**config.mk**
```make
export PLATFORM = sky130hd
export DESIGN_NAME = fuse_cal_gen
export DESIGN_NICKNAME = d
export VERILOG_FILES = /design/src/rtl/fcg_pkg.sv /design/src/rtl/fcg_divider.sv /design/src/rtl/fcg_regbank.sv /design/src/rtl/fcg_seq.sv /design/src/rtl/fuse_cal_gen.sv
export SDC_FILE = /design/constraint.sdc
export NUM_CORES = 1
export LEC_CHECK = 0
export ABC_AREA = 0
export ABC_CLOCK_PERIOD_IN_PS = 14100
export BUFFER_PORTS_ARGS = -buffer_cell sky130_fd_sc_hd__buf_2
export CAP_MARGIN = 20
export CORE_ASPECT_RATIO = 0.9
export CORE_MARGIN = 1
export CORE_UTILIZATION = 45
export CTS_BUF_LIST = sky130_fd_sc_hd__clkbuf_2
export DETAILED_ROUTE_END_ITERATION = 7
export MAX_ROUTING_LAYER = met4
export PLACE_DENSITY_LB_ADDON = 0.12
export SLEW_MARGIN = 0
export SYNTH_ARGS = -nofsm -noshare
export SYNTH_HDL_FRONTEND = slang
export SYNTH_SLANG_ARGS = --single-unit
```
**constraint.sdc**
```tcl
create_clock -name clk -period 14.1 [get_ports clk]
set_input_delay 0.705 -clock clk [delete_from_list [all_inputs] [get_ports clk]]
set_output_delay 0.705 -clock clk [all_outputs]
set_load 0.02 [all_outputs]
```
**src/rtl/fcg_pkg.sv**
```systemverilog
package fcg_pkg;

   localparam int HALF_W    = 16;
   localparam int NUM_HALF  = 4;
   localparam int FUSE_W    = HALF_W * NUM_HALF;
   localparam int FIELD_W   = 12;
   localparam int REG_W     = 32;
   localparam int MID_CODE  = 2048;

   typedef enum logic [2:0] {
      ST_IDLE,
      ST_CHECK,
      ST_LEGACY,
      ST_FETCH,
      ST_DIV_T,
      ST_DIV_C,
      ST_WRITE,
      ST_FIN
   } fcg_state_e;

   // Factory code of one sensor; sensor 3 is gathered from top nibbles
   function automatic logic [FIELD_W-1:0] sensor_code(input logic [FUSE_W-1:0] hw,
                                                       input logic [1:0] idx);
      logic [FIELD_W-1:0] c;
      case (idx)
         2'd0:    c = hw[1*HALF_W +: FIELD_W];
         2'd1:    c = hw[2*HALF_W +: FIELD_W];
         2'd2:    c = hw[3*HALF_W +: FIELD_W];
         default: c = {hw[4*HALF_W-1 -: 4], hw[3*HALF_W-1 -: 4], hw[2*HALF_W-1 -: 4]};
      endcase
      return c;
   endfunction

   // Raw copy used by legacy mode: halfword idx, low twelve bits
   function automatic logic [FIELD_W-1:0] raw_code(input logic [FUSE_W-1:0] hw,
                                                    input logic [1:0] idx);
      logic [FIELD_W-1:0] c;
      case (idx)
         2'd0:    c = hw[0*HALF_W +: FIELD_W];
         2'd1:    c = hw[1*HALF_W +: FIELD_W];
         2'd2:    c = hw[2*HALF_W +: FIELD_W];
         default: c = hw[3*HALF_W +: FIELD_W];
      endcase
      return c;
   endfunction

endpackage

```
**src/rtl/fcg_divider.sv**
```systemverilog
module fcg_divider #(
   parameter int W = 32
) (
   input  logic         clk,
   input  logic         rst_n,
   input  logic         go,
   input  logic [W-1:0] dividend,
   input  logic [W-1:0] divisor,
   output logic         done,
   output logic [W-1:0] quotient
);
   localparam int CW = $clog2(W + 1);

   logic [W-1:0]  rem_q;
   logic [W-1:0]  quo_q;
   logic [W-1:0]  dvs_q;
   logic [CW-1:0] cnt_q;
   logic          run_q;
   logic [W:0]    shifted;
   logic          take;

   initial begin
      if (W < 8) $error("fcg_divider: W too small");
   end

   assign shifted  = {rem_q, quo_q[W-1]};
   assign take     = shifted >= {1'b0, dvs_q};
   assign quotient = quo_q;

   always_ff @(posedge clk or negedge rst_n) begin
      if (!rst_n) begin
         rem_q <= '0;
         quo_q <= '0;
         dvs_q <= '0;
         cnt_q <= '0;
         run_q <= 1'b0;
         done  <= 1'b0;
      end else begin
         done <= 1'b0;
         if (go) begin
            rem_q <= '0;
            quo_q <= dividend;
            dvs_q <= divisor;
            cnt_q <= CW'(W);
            run_q <= 1'b1;
         end else if (run_q) begin
            if (take) rem_q <= W'(shifted - {1'b0, dvs_q});
            else      rem_q <= shifted[W-1:0];
            quo_q <= {quo_q[W-2:0], take};
            cnt_q <= cnt_q - 1'b1;
            if (cnt_q == CW'(1)) begin
               run_q <= 1'b0;
               done  <= 1'b1;
            end
         end
      end
   end
endmodule

```
**src/rtl/fcg_regbank.sv**
```systemverilog
module fcg_regbank #(
   parameter int SENSORS = 4,
   parameter int NREG    = (SENSORS + 1) / 2,
   parameter int IW      = (NREG > 1) ? $clog2(NREG) : 1
) (
   input  logic                 clk,
   input  logic                 rst_n,
   input  logic                 wr_en,
   input  logic [IW-1:0]        wr_index,
   input  logic [31:0]          wr_data,
   input  logic [3:0]           wr_be,
   output logic [NREG*32-1:0]   regs_flat
);
   import fcg_pkg::*;

   for (genvar r = 0; r < NREG; r++) begin : g_reg
      localparam logic [15:0] LO_RST = (2*r     < SENSORS) ? 16'(MID_CODE) : 16'h0;
      localparam logic [15:0] HI_RST = (2*r + 1 < SENSORS) ? 16'(MID_CODE) : 16'h0;
      localparam logic [31:0] RST    = {HI_RST, LO_RST};
      logic sel;
      assign sel = wr_en && (wr_index == IW'(r));
      for (genvar b = 0; b < 4; b++) begin : g_byte
         always_ff @(posedge clk or negedge rst_n) begin
            if (!rst_n)                regs_flat[r*32 + b*8 +: 8] <= RST[b*8 +: 8];
            else if (sel && wr_be[b])  regs_flat[r*32 + b*8 +: 8] <= wr_data[b*8 +: 8];
         end
      end
   end
endmodule

```
**src/rtl/fcg_seq.sv**
```systemverilog
module fcg_seq #(
   parameter int SENSORS  = 4,
   parameter int T_OFFSET = 187744,
   parameter int T_SCALE  = 672,
   parameter int DIV_W    = 32,
   parameter int NREG     = (SENSORS + 1) / 2,
   parameter int IW       = (NREG > 1) ? $clog2(NREG) : 1
) (
   input  logic                      clk,
   input  logic                      rst_n,
   input  logic                      start,
   input  logic                      legacy_mode,
   input  logic [fcg_pkg::FUSE_W-1:0] fuse_words,
   input  logic [7:0]                fuse_bytes,
   output logic                      div_go,
   output logic [DIV_W-1:0]          div_dividend,
   output logic [DIV_W-1:0]          div_divisor,
   input  logic                      div_done,
   input  logic [DIV_W-1:0]          div_quot,
   output logic                      busy,
   output logic                      done,
   output logic                      abort_err,
   output logic                      wr_en,
   output logic [IW-1:0]             wr_index,
   output logic [31:0]               wr_data,
   output logic [3:0]                wr_be,
   output logic [SENSORS-1:0]        sensor_ok,
   output logic [SENSORS-1:0]        sensor_skip
);
   import fcg_pkg::*;

   localparam logic [1:0] LAST_IDX  = 2'(SENSORS - 1);
   localparam logic [7:0] MIN_BYTES = 8'(2 * SENSORS);

   fcg_state_e               state_q;
   logic [1:0]               idx_q;
   logic [FUSE_W-1:0]        hw_q;
   logic                     leg_q;
   logic [7:0]               bytes_q;
   logic signed [DIV_W-1:0]  ft_q;
   logic                     neg_q;
   logic signed [DIV_W-1:0]  cal_q;

   logic signed [DIV_W-1:0]  st_c;
   logic signed [DIV_W-1:0]  delta_c;
   logic [DIV_W-1:0]         mag_c;
   logic signed [DIV_W-1:0]  cal_c;
   logic                     fits;
   logic [FIELD_W-1:0]       field_c;
   logic [FIELD_W-1:0]       code_c;
   logic                     bad_hdr;

   assign code_c  = sensor_code(hw_q, idx_q);
   assign bad_hdr = (hw_q[HALF_W-1:0] == '0) || (leg_q && (bytes_q < MIN_BYTES));

   always_comb begin
      st_c    = DIV_W'(T_OFFSET) - $signed(div_quot);
      delta_c = st_c - ft_q;
      mag_c   = delta_c[DIV_W-1] ? DIV_W'(-delta_c) : DIV_W'(delta_c);
      cal_c   = neg_q ? (DIV_W'(MID_CODE) + $signed(div_quot))
                      : (DIV_W'(MID_CODE) - $signed(div_quot));
      fits    = (cal_q[DIV_W-1:FIELD_W] == '0);
   end

   // divider issue: first the model division, then the correction division
   always_comb begin
      div_go       = (state_q == ST_FETCH) || ((state_q == ST_DIV_T) && div_done);
      div_dividend = (state_q == ST_FETCH) ? DIV_W'(code_c) * DIV_W'(T_SCALE)
                                           : mag_c * DIV_W'(10);
      div_divisor  = (state_q == ST_FETCH) ? DIV_W'(10) : DIV_W'(T_SCALE);
   end

   // write port
   always_comb begin
      field_c  = (state_q == ST_LEGACY) ? raw_code(hw_q, idx_q) : cal_q[FIELD_W-1:0];
      wr_en    = (state_q == ST_LEGACY) || ((state_q == ST_WRITE) && fits);
      wr_index = IW'(idx_q >> 1);
      if (idx_q[0]) begin
         wr_data = {4'h0, field_c, 16'h0};
         wr_be   = 4'b1100;
      end else begin
         wr_data = {20'h0, field_c};
         wr_be   = 4'b0011;
      end
   end

   assign busy = (state_q != ST_IDLE);
   assign done = (state_q == ST_FIN);

   always_ff @(posedge clk or negedge rst_n) begin
      if (!rst_n) begin
         state_q     <= ST_IDLE;
         idx_q       <= '0;
         hw_q        <= '0;
         leg_q       <= 1'b0;
         bytes_q     <= '0;
         ft_q        <= '0;
         neg_q       <= 1'b0;
         cal_q       <= '0;
         abort_err   <= 1'b0;
         sensor_ok   <= '0;
         sensor_skip <= '0;
      end else begin
         case (state_q)
            ST_IDLE: if (start) begin
               hw_q        <= fuse_words;
               leg_q       <= legacy_mode;
               bytes_q     <= fuse_bytes;
               idx_q       <= '0;
               abort_err   <= 1'b0;
               sensor_ok   <= '0;
               sensor_skip <= '0;
               state_q     <= ST_CHECK;
            end
            ST_CHECK: begin
               ft_q <= $signed(DIV_W'(hw_q[FIELD_W-1:0]) * DIV_W'(100));
               if (bad_hdr) begin
                  abort_err <= 1'b1;
                  state_q   <= ST_FIN;
               end else if (leg_q) begin
                  state_q   <= ST_LEGACY;
               end else begin
                  state_q   <= ST_FETCH;
               end
            end
            ST_LEGACY: begin
               sensor_ok[idx_q] <= 1'b1;
               if (idx_q == LAST_IDX) state_q <= ST_FIN;
               else                   idx_q   <= idx_q + 1'b1;
            end
            ST_FETCH: state_q <= ST_DIV_T;
            ST_DIV_T: if (div_done) begin
               neg_q   <= delta_c[DIV_W-1];
               state_q <= ST_DIV_C;
            end
            ST_DIV_C: if (div_done) begin
               cal_q   <= cal_c;
               state_q <= ST_WRITE;
            end
            ST_WRITE: begin
               if (fits) sensor_ok[idx_q]   <= 1'b1;
               else      sensor_skip[idx_q] <= 1'b1;
               if (idx_q == LAST_IDX) state_q <= ST_FIN;
               else begin
                  idx_q   <= idx_q + 1'b1;
                  state_q <= ST_FETCH;
               end
            end
            default: state_q <= ST_IDLE;
         endcase
      end
   end
endmodule

```
**src/rtl/fuse_cal_gen.sv**
```systemverilog
module fuse_cal_gen #(
   parameter int SENSORS  = 4,
   parameter int T_OFFSET = 187744,
   parameter int T_SCALE  = 672,
   parameter int DIV_W    = 32,
   parameter int NREG     = (SENSORS + 1) / 2,
   parameter int WR_IDX_W = (NREG > 1) ? $clog2(NREG) : 1
) (
   input  logic                    clk,
   input  logic                    rst_n,
   input  logic                    start,
   input  logic                    legacy_mode,
   input  logic [63:0]             fuse_words,
   input  logic [7:0]              fuse_bytes,
   output logic                    busy,
   output logic                    done,
   output logic                    abort_err,
   output logic                    wr_en,
   output logic [WR_IDX_W-1:0]     wr_index,
   output logic [31:0]             wr_data,
   output logic [3:0]              wr_be,
   output logic [NREG*32-1:0]      cal_regs,
   output logic [SENSORS-1:0]      sensor_ok,
   output logic [SENSORS-1:0]      sensor_skip
);
   if (SENSORS < 1 || SENSORS > 4) begin : g_bad_count
      $error("fuse_cal_gen: SENSORS must be 1..4");
   end
   if (T_SCALE < 1 || T_SCALE > 65535) begin : g_bad_scale
      $error("fuse_cal_gen: T_SCALE out of range");
   end
   if (DIV_W < 32) begin : g_bad_width
      $error("fuse_cal_gen: DIV_W must be at least 32");
   end

   logic             div_go;
   logic             div_done;
   logic [DIV_W-1:0] div_dividend;
   logic [DIV_W-1:0] div_divisor;
   logic [DIV_W-1:0] div_quot;

   fcg_seq #(
      .SENSORS (SENSORS),
      .T_OFFSET(T_OFFSET),
      .T_SCALE (T_SCALE),
      .DIV_W   (DIV_W),
      .NREG    (NREG),
      .IW      (WR_IDX_W)
   ) u_seq (
      .clk         (clk),
      .rst_n       (rst_n),
      .start       (start),
      .legacy_mode (legacy_mode),
      .fuse_words  (fuse_words),
      .fuse_bytes  (fuse_bytes),
      .div_go      (div_go),
      .div_dividend(div_dividend),
      .div_divisor (div_divisor),
      .div_done    (div_done),
      .div_quot    (div_quot),
      .busy        (busy),
      .done        (done),
      .abort_err   (abort_err),
      .wr_en       (wr_en),
      .wr_index    (wr_index),
      .wr_data     (wr_data),
      .wr_be       (wr_be),
      .sensor_ok   (sensor_ok),
      .sensor_skip (sensor_skip)
   );

   fcg_divider #(.W(DIV_W)) u_div (
      .clk     (clk),
      .rst_n   (rst_n),
      .go      (div_go),
      .dividend(div_dividend),
      .divisor (div_divisor),
      .done    (div_done),
      .quotient(div_quot)
   );

   fcg_regbank #(
      .SENSORS(SENSORS),
      .NREG   (NREG),
      .IW     (WR_IDX_W)
   ) u_bank (
      .clk      (clk),
      .rst_n    (rst_n),
      .wr_en    (wr_en),
      .wr_index (wr_index),
      .wr_data  (wr_data),
      .wr_be    (wr_be),
      .regs_flat(cal_regs)
   );
endmodule

```
After elaboration in Yosys (flattened, before gate mapping)
Index checks and enable logic that the tools add are counted.
{ "totals": {"output_inout_bits": 113, "register_bits": 305, "inputBits": 76, "wordCells": 141} }
{ "op_classes": {"n_eq_ne": 19, "n_lt_le_gt_ge": 4, "multipliers": 3, "n_mux": 43, "bitwise_logic": 3, "n_reduce_logical": 36, "add_sub_neg": 8} }
{ "op_table": {"columns": ["op", "count"], "rows": [
  ["32-bit two-way mux", 8],
  ["12-bit case mux with 3 select lines", 2],
  ["12-bit by 5-bit multiplier with 17-bit output, second input constant", 2],
  ["33-bit by 32-bit greater-or-equal comparator with 1-bit output", 1],
  ["13-bit by 32-bit adder with 32-bit output, first input constant", 1],
  ["32-bit by 3-bit multiplier with 31-bit output, second input constant", 1],
  ["32-bit negator", 1],
  ["13-bit by 32-bit subtractor with 32-bit output, first input constant", 1],
  ["19-bit by 32-bit subtractor with 32-bit output, first input constant", 1],
  ["32-bit by 20-bit subtractor with 32-bit output", 1],
  ["32-bit subtractor", 1],
  ["28-bit two-way mux", 1],
  ["3-bit case mux with 7 select lines", 1],
  ["20-bit logical NOT", 1],
  ["3-bit two-way mux", 6],
  ["16-bit logical NOT", 1],
  ["4-bit two-way mux", 4],
  ["1-bit logical AND", 14],
  ["3-bit equality test, second input constant", 4],
  ["12-bit two-way mux", 1],
  ["6-bit two-way mux", 2],
  ["4-bit case mux with 3 select lines", 1],
  ["3-bit AND reduction", 4],
  ["1-bit two-way mux", 10],
  ["other kinds (28)", 46]
]} }

Depth between registers and ports, before layout
{ "logic_depth": {"ltp_word": 7, "mapped_depth": 29, "depth_no_buf": 26} }

Cells and area by module
A second synthesis with hierarchy kept.
{ "hier_totals": {"hier_cells": 2635, "area_unflattened_um2": 22856.9} }
{ "modules_own_cells": {"columns": ["module", "n_inst", "area_per_inst_um2", "seq_area_each_um2", "cells_per_inst"], "rows": [
  ["fcg_seq", 1, 13958.4, 3353.2, 1760],
  ["fcg_divider", 1, 6391.1, 2602.5, 737],
  ["fcg_regbank", 1, 2507.4, 1606.5, 138]
]} }

Least setup slack after synthesis
Ideal clock, no wire load.
{ "synth_path": {"kind": "reg-to-reg", "startpoint": "reg u_div.quo_q[13] (netlist: u_div.quotient[13])", "endpoint": "reg u_div.quo_q[20] (netlist: u_div.quotient[20])", "setup_ns": 0.134, "period_less_slack_ns": 6.618, "path_slack_ns": 7.482, "required_ns": 13.966, "path_buffers": 4, "path_stages_with_launch": 30, "arrival_ns": 6.484, "path_cell_list": "dfrtp_1 clkbuf_1 inv_1 ha_1 ha_1 clkbuf_1 and4_1 nand3_1 a211oi_1 nor3_2 o2111ai_1 o221ai_1 xor2_1 buf_2 buf_2 a21oi_1 xnor2_1 ha_1 ha_1 fa_1 a21o_1 a21oi_1 o21bai_1 a2111o_1 a31o_2 a31oi_1 o211ai_1 a2111o_1 o211ai_1 o21ai_0"} }
{ "synth_between": {"elab_chain_len": 7} }
{ "synth_lines": {"columns": ["item", "line_no", "text"], "rows": [
  ["start, declared", "fcg_divider.sv:15", "logic [W-1:0] quo_q;"],
  ["start signal, assigned", "fcg_divider.sv:42", "quo_q <= dividend;"],
  ["start signal, assigned", "fcg_divider.sv:49", "quo_q <= {quo_q[W-2:0], take};"],
  ["19-bit by 32-bit subtractor with 32-bit output *", "fcg_seq.sv:57", "st_c = DIV_W'(T_OFFSET) - $signed(div_quot);"],
  ["32-bit by 20-bit subtractor with 32-bit output *", "fcg_seq.sv:58", "delta_c = st_c - ft_q;"],
  ["32-bit negator", "fcg_seq.sv:59", "mag_c = delta_c[DIV_W-1] ? DIV_W'(-delta_c) : DIV_W'(delta_c);"],
  ["32-bit two-way mux *", "fcg_seq.sv:59", null],
  ["32-bit by 3-bit multiplier with 31-bit output *", "fcg_seq.sv:69", ": mag_c * DIV_W'(10);"],
  ["32-bit two-way mux *", "fcg_seq.sv:68", "div_dividend = (state_q == ST_FETCH) ? DIV_W'(code_c) * DIV_W'(T_SCALE)"],
  ["32-bit two-way mux *", "fcg_divider.sv:40", "if (go) begin"]
]} }
Mark *: on every way between the ends. The rest lies on a longest branch, timed or not.
A chain may end at the register's enable or synchronous reset.

Final worst setup path
Ends and elaborated chain as after synthesis.

==> flow_summary.json <==
{
  "status": "finished, final reports clean",
  "htree_num_levels": 3,
  "detailed_placer_s_ending_hpwl_um": 39600,
  "synth_async_sr_flop_share_pct": 100,
  "setup.worst_path.start": "u_div.quotient[13]",
  "timing.setup.tns_ns": 0,
  "post_synth_inst_count": 2241,
  "drtAntennaViolNets": 0,
  "critPathArrivalTime_ns": 8.60,
  "achievable-frequency_ghz": 0.129,
  "num_vias": 16800,
  "areaGrowthSynthToFinish_pct": 13.0,
  "synthDistinctLibCells": 90,
  "final_weighted_congestion_in_routability_driven_placement": 0.886,
  "clock_slew_at_the_register_clock_pins_of_the_worst_setup_and_hold_paths_ns": 0.10,
  "synth_most_common_cell": "dfrtp_1",
  "period_needed_ns": 7.73,
  "fp.dieW_um": 222,
  "critPathRequiredTime_ns": 14.97,
  "grt_max_degree": 169,
  "drive_gt1_share_pct": 15.6,
  "global_route_wire_length_before_repair_um": 85900,
  "detail_route.wirelength_um": 53800,
  "wl_per_cell_um": 17.5,
  "report.final.slew_viol_count": 0,
  "first_iter_violations": 1232,
  "buffer_ports.inserted": 161,
  "placeableCoreArea_um2": 43100,
  "grt_setup_unrepaired": "false",
  "row_count": 72,
  "design.portCount": 189,
  "syn_area_per_cell_um2": 8.78,
  "worstSetupStartpointType": "flip-flop",
  "dp_worst_setup_slack_ns": 6.43,
  "cts_made_buffers": 72,
  "cts_setup_buffers": 0,
  "cts.root.buffer_cell": "clkbuf_2",
  "synth_edf_count": 0,
  "global_route.peak_usage_layer": "met2",
  "global_route.usage.met2_pct": 37.4,
  "timing.final.hold_violations": 0,
  "worst-setup-path-type": "reg -> reg",
  "clock_insertion_delay_worst_skew_ns": 1.01,
  "overflow": 0,
  "vias_per_cell": 5.47,
  "synth_largest_type_area_fraction_pct": 32.1,
  "synth_top_cell_by_area": "dfrtp_1",
  "netlist_area_before_placement_um2": 19700,
  "critPathCaptureType": "flip-flop",
  "hold_path.class": "in -> reg",
  "cts_sinks": 256,
  "r2r-start": "u_div.quotient[13]",
  "min-delay-start": "fuse_words[22]",
  "relSlewSlack_pct": 27.3,
  "tightest_slew_ns": 1.09,
  "setup_viol_count_final": 0,
  "clock_skew_ns": 0.158,
  "synth_warnings": 0,
  "min_period_over_period_pct": 54.8,
  "drtPass1Iterations": 8,
  "globalRouteTotalUtil_pct": 24.8,
  "die_h_um": 200,
  "yosys-top-cells-count": "dfrtp_1, ha_1, nor2_1",
  "cts_tree": "done",
  "clock_path_buffers": 3,
  "critical_path.n_buffers_inverters": 1,
  "first_global_vias": 16200,
  "setup_slack_ns": 6.37,
  "critical-path-max-stage-delay_ns": 0.76,
  "highest_delay_cell_along_the_critical_path": "xnor2_1",
  "final.fill_count": 4202,
  "most_used_cell_cp": "ha_1",
  "critical_path_peak_fanout": 10,
  "die_area_um2": 44500,
  "synth.ff_latch_count": 256,
  "yosysSeqAreaShare_pct": 32.6,
  "antenna_violations_before_repair": 5,
  "grt_util_met3_pct": 5.25,
  "drv.max_cap_violation_count": 0,
  "synth.area.top_cells": "dfrtp_1, ha_1, xnor2_1",
  "grtUsageMet1_pct": 33.5,
  "drc": 0,
  "synth_top_flop_cell": "dfrtp_1",
  "nNetsFinal": 2763,
  "cpLargestDelayFamily": "compound AO/OA/AOI/OAI gates",
  "initial_core_util_pct": 45.7
}
-- metal layers --
layer,wire (µm),vias to the layer above
li1,-,8337
met3,3070,80
met1,25200,7976
met4,1120,0
met2,24400,389
met5,0,-
-- worst register-to-register path: cells and delay by family (launching register included) --
| family | cells | cell delay, ns |
|---|---|---|
| AOI/OAI and AO/OA | 13 | 3.36 |
| buffers and inverters | 1 | 0.22 |
| xor gates and xnor gates | 2 | 1.05 |
| DFF | 1 | 0.51 |
| and+or+nand+nor | 4 | 0.76 |
| adders and majority gates | 5 | 1.71 |
-- through the flow --
step                instances  cell area, µm²  hold slack, ns  utilization [%]
floorplan                2264           19800           0.409                -
global placement         2866           20800           0.456             48.4
detailed placement       2866           20800           0.465             48.4
CTS                      3061           22200         0.00554             51.6
global route             3066           22200          0.0118             51.6
finish                   3066           22200           0.109             51.6
-- flip-flops by register name (all words and copies together), names as in the netlist, 5 cells and up --
signal,cells
u_seq.hw_q,64
u_bank.regs_flat,48
u_div.quotient,32
u_div.rem_q,32
u_seq.cal_q,32
u_seq.ft_q,17
u_div.cnt_q,6
u_seq.bytes_q,5
-- worst paths after layout --
path                                        end  slack, ns  depth (start not counted)
setup / recovery             u_div.quotient[20]       6.37                         25
hold / removal                   u_seq.hw_q[22]       0.11                          2
setup reg to reg             u_div.quotient[20]       6.37                         25
hold reg to reg            u_bank.regs_flat[43]       0.48                          2
max in group asynchronous        u_seq.ft_q[12]      12.28                          3
min in group asynchronous       u_seq.cal_q[12]       0.33                          2
-- placed cells by master (no fill, tap or decap), types with 22 or more instances in the layout --
| cell | count |
|---|---|
| xor2_1 | 42 |
| mux2i_1 | 28 |
| a21o_1 | 23 |
| nand3_1 | 29 |
| dlygate4sd3_1 | 69 |
| a31oi_1 | 22 |
| buf_2 | 160 |
| clkbuf_2 | 110 |
| nand2_1 | 196 |
| ha_1 | 218 |
| a222oi_1 | 22 |
| inv_1 | 169 |
| o21ai_0 | 177 |
| conb_1 | 24 |
| xnor2_1 | 111 |
| a21oi_1 | 167 |
| o211ai_1 | 22 |
| a211oi_1 | 37 |
| dfrtp_1 | 251 |
| mux2_2 | 53 |
| nor2_1 | 199 |
| nor3_1 | 34 |
-- cell type report --
cell class              instances  area [µm²]  area share [%]
diodes                          5        12.5          0.0563
clock buffers                 110         551            2.48
clock inverters                16         133           0.597
inverters                     169         634            2.86
multi-input cells            1709       12100            54.6
flip-flops and latches        256        6410            28.9
well taps                     555         694            3.13
repair buffers                246        1640            7.38
-- timing repair --
item,in CTS,in global routing
hold buffers,69,0
setup endpoints to repair,0,0
gates resized for setup,0,0
endpoints found under the hold margin,156,0
-- logic make-up after synthesis --
group / Yosys count / share of synthesized area, %
flops: 256 / 32.6
mux: 81 / 4.46
buf+inv: 299 / 6.28
compound gates: 589 / 18.9
xor+xnor: 156 / 7.08
other cells: 1 / 0.0191
fa+ha+maj: 233 / 15.4
simple gates: 626 / 15.3
Power is left out: the tool's default activity adds up to more than one toggle a clock period on the data nets, which glitch-free logic cannot reach.
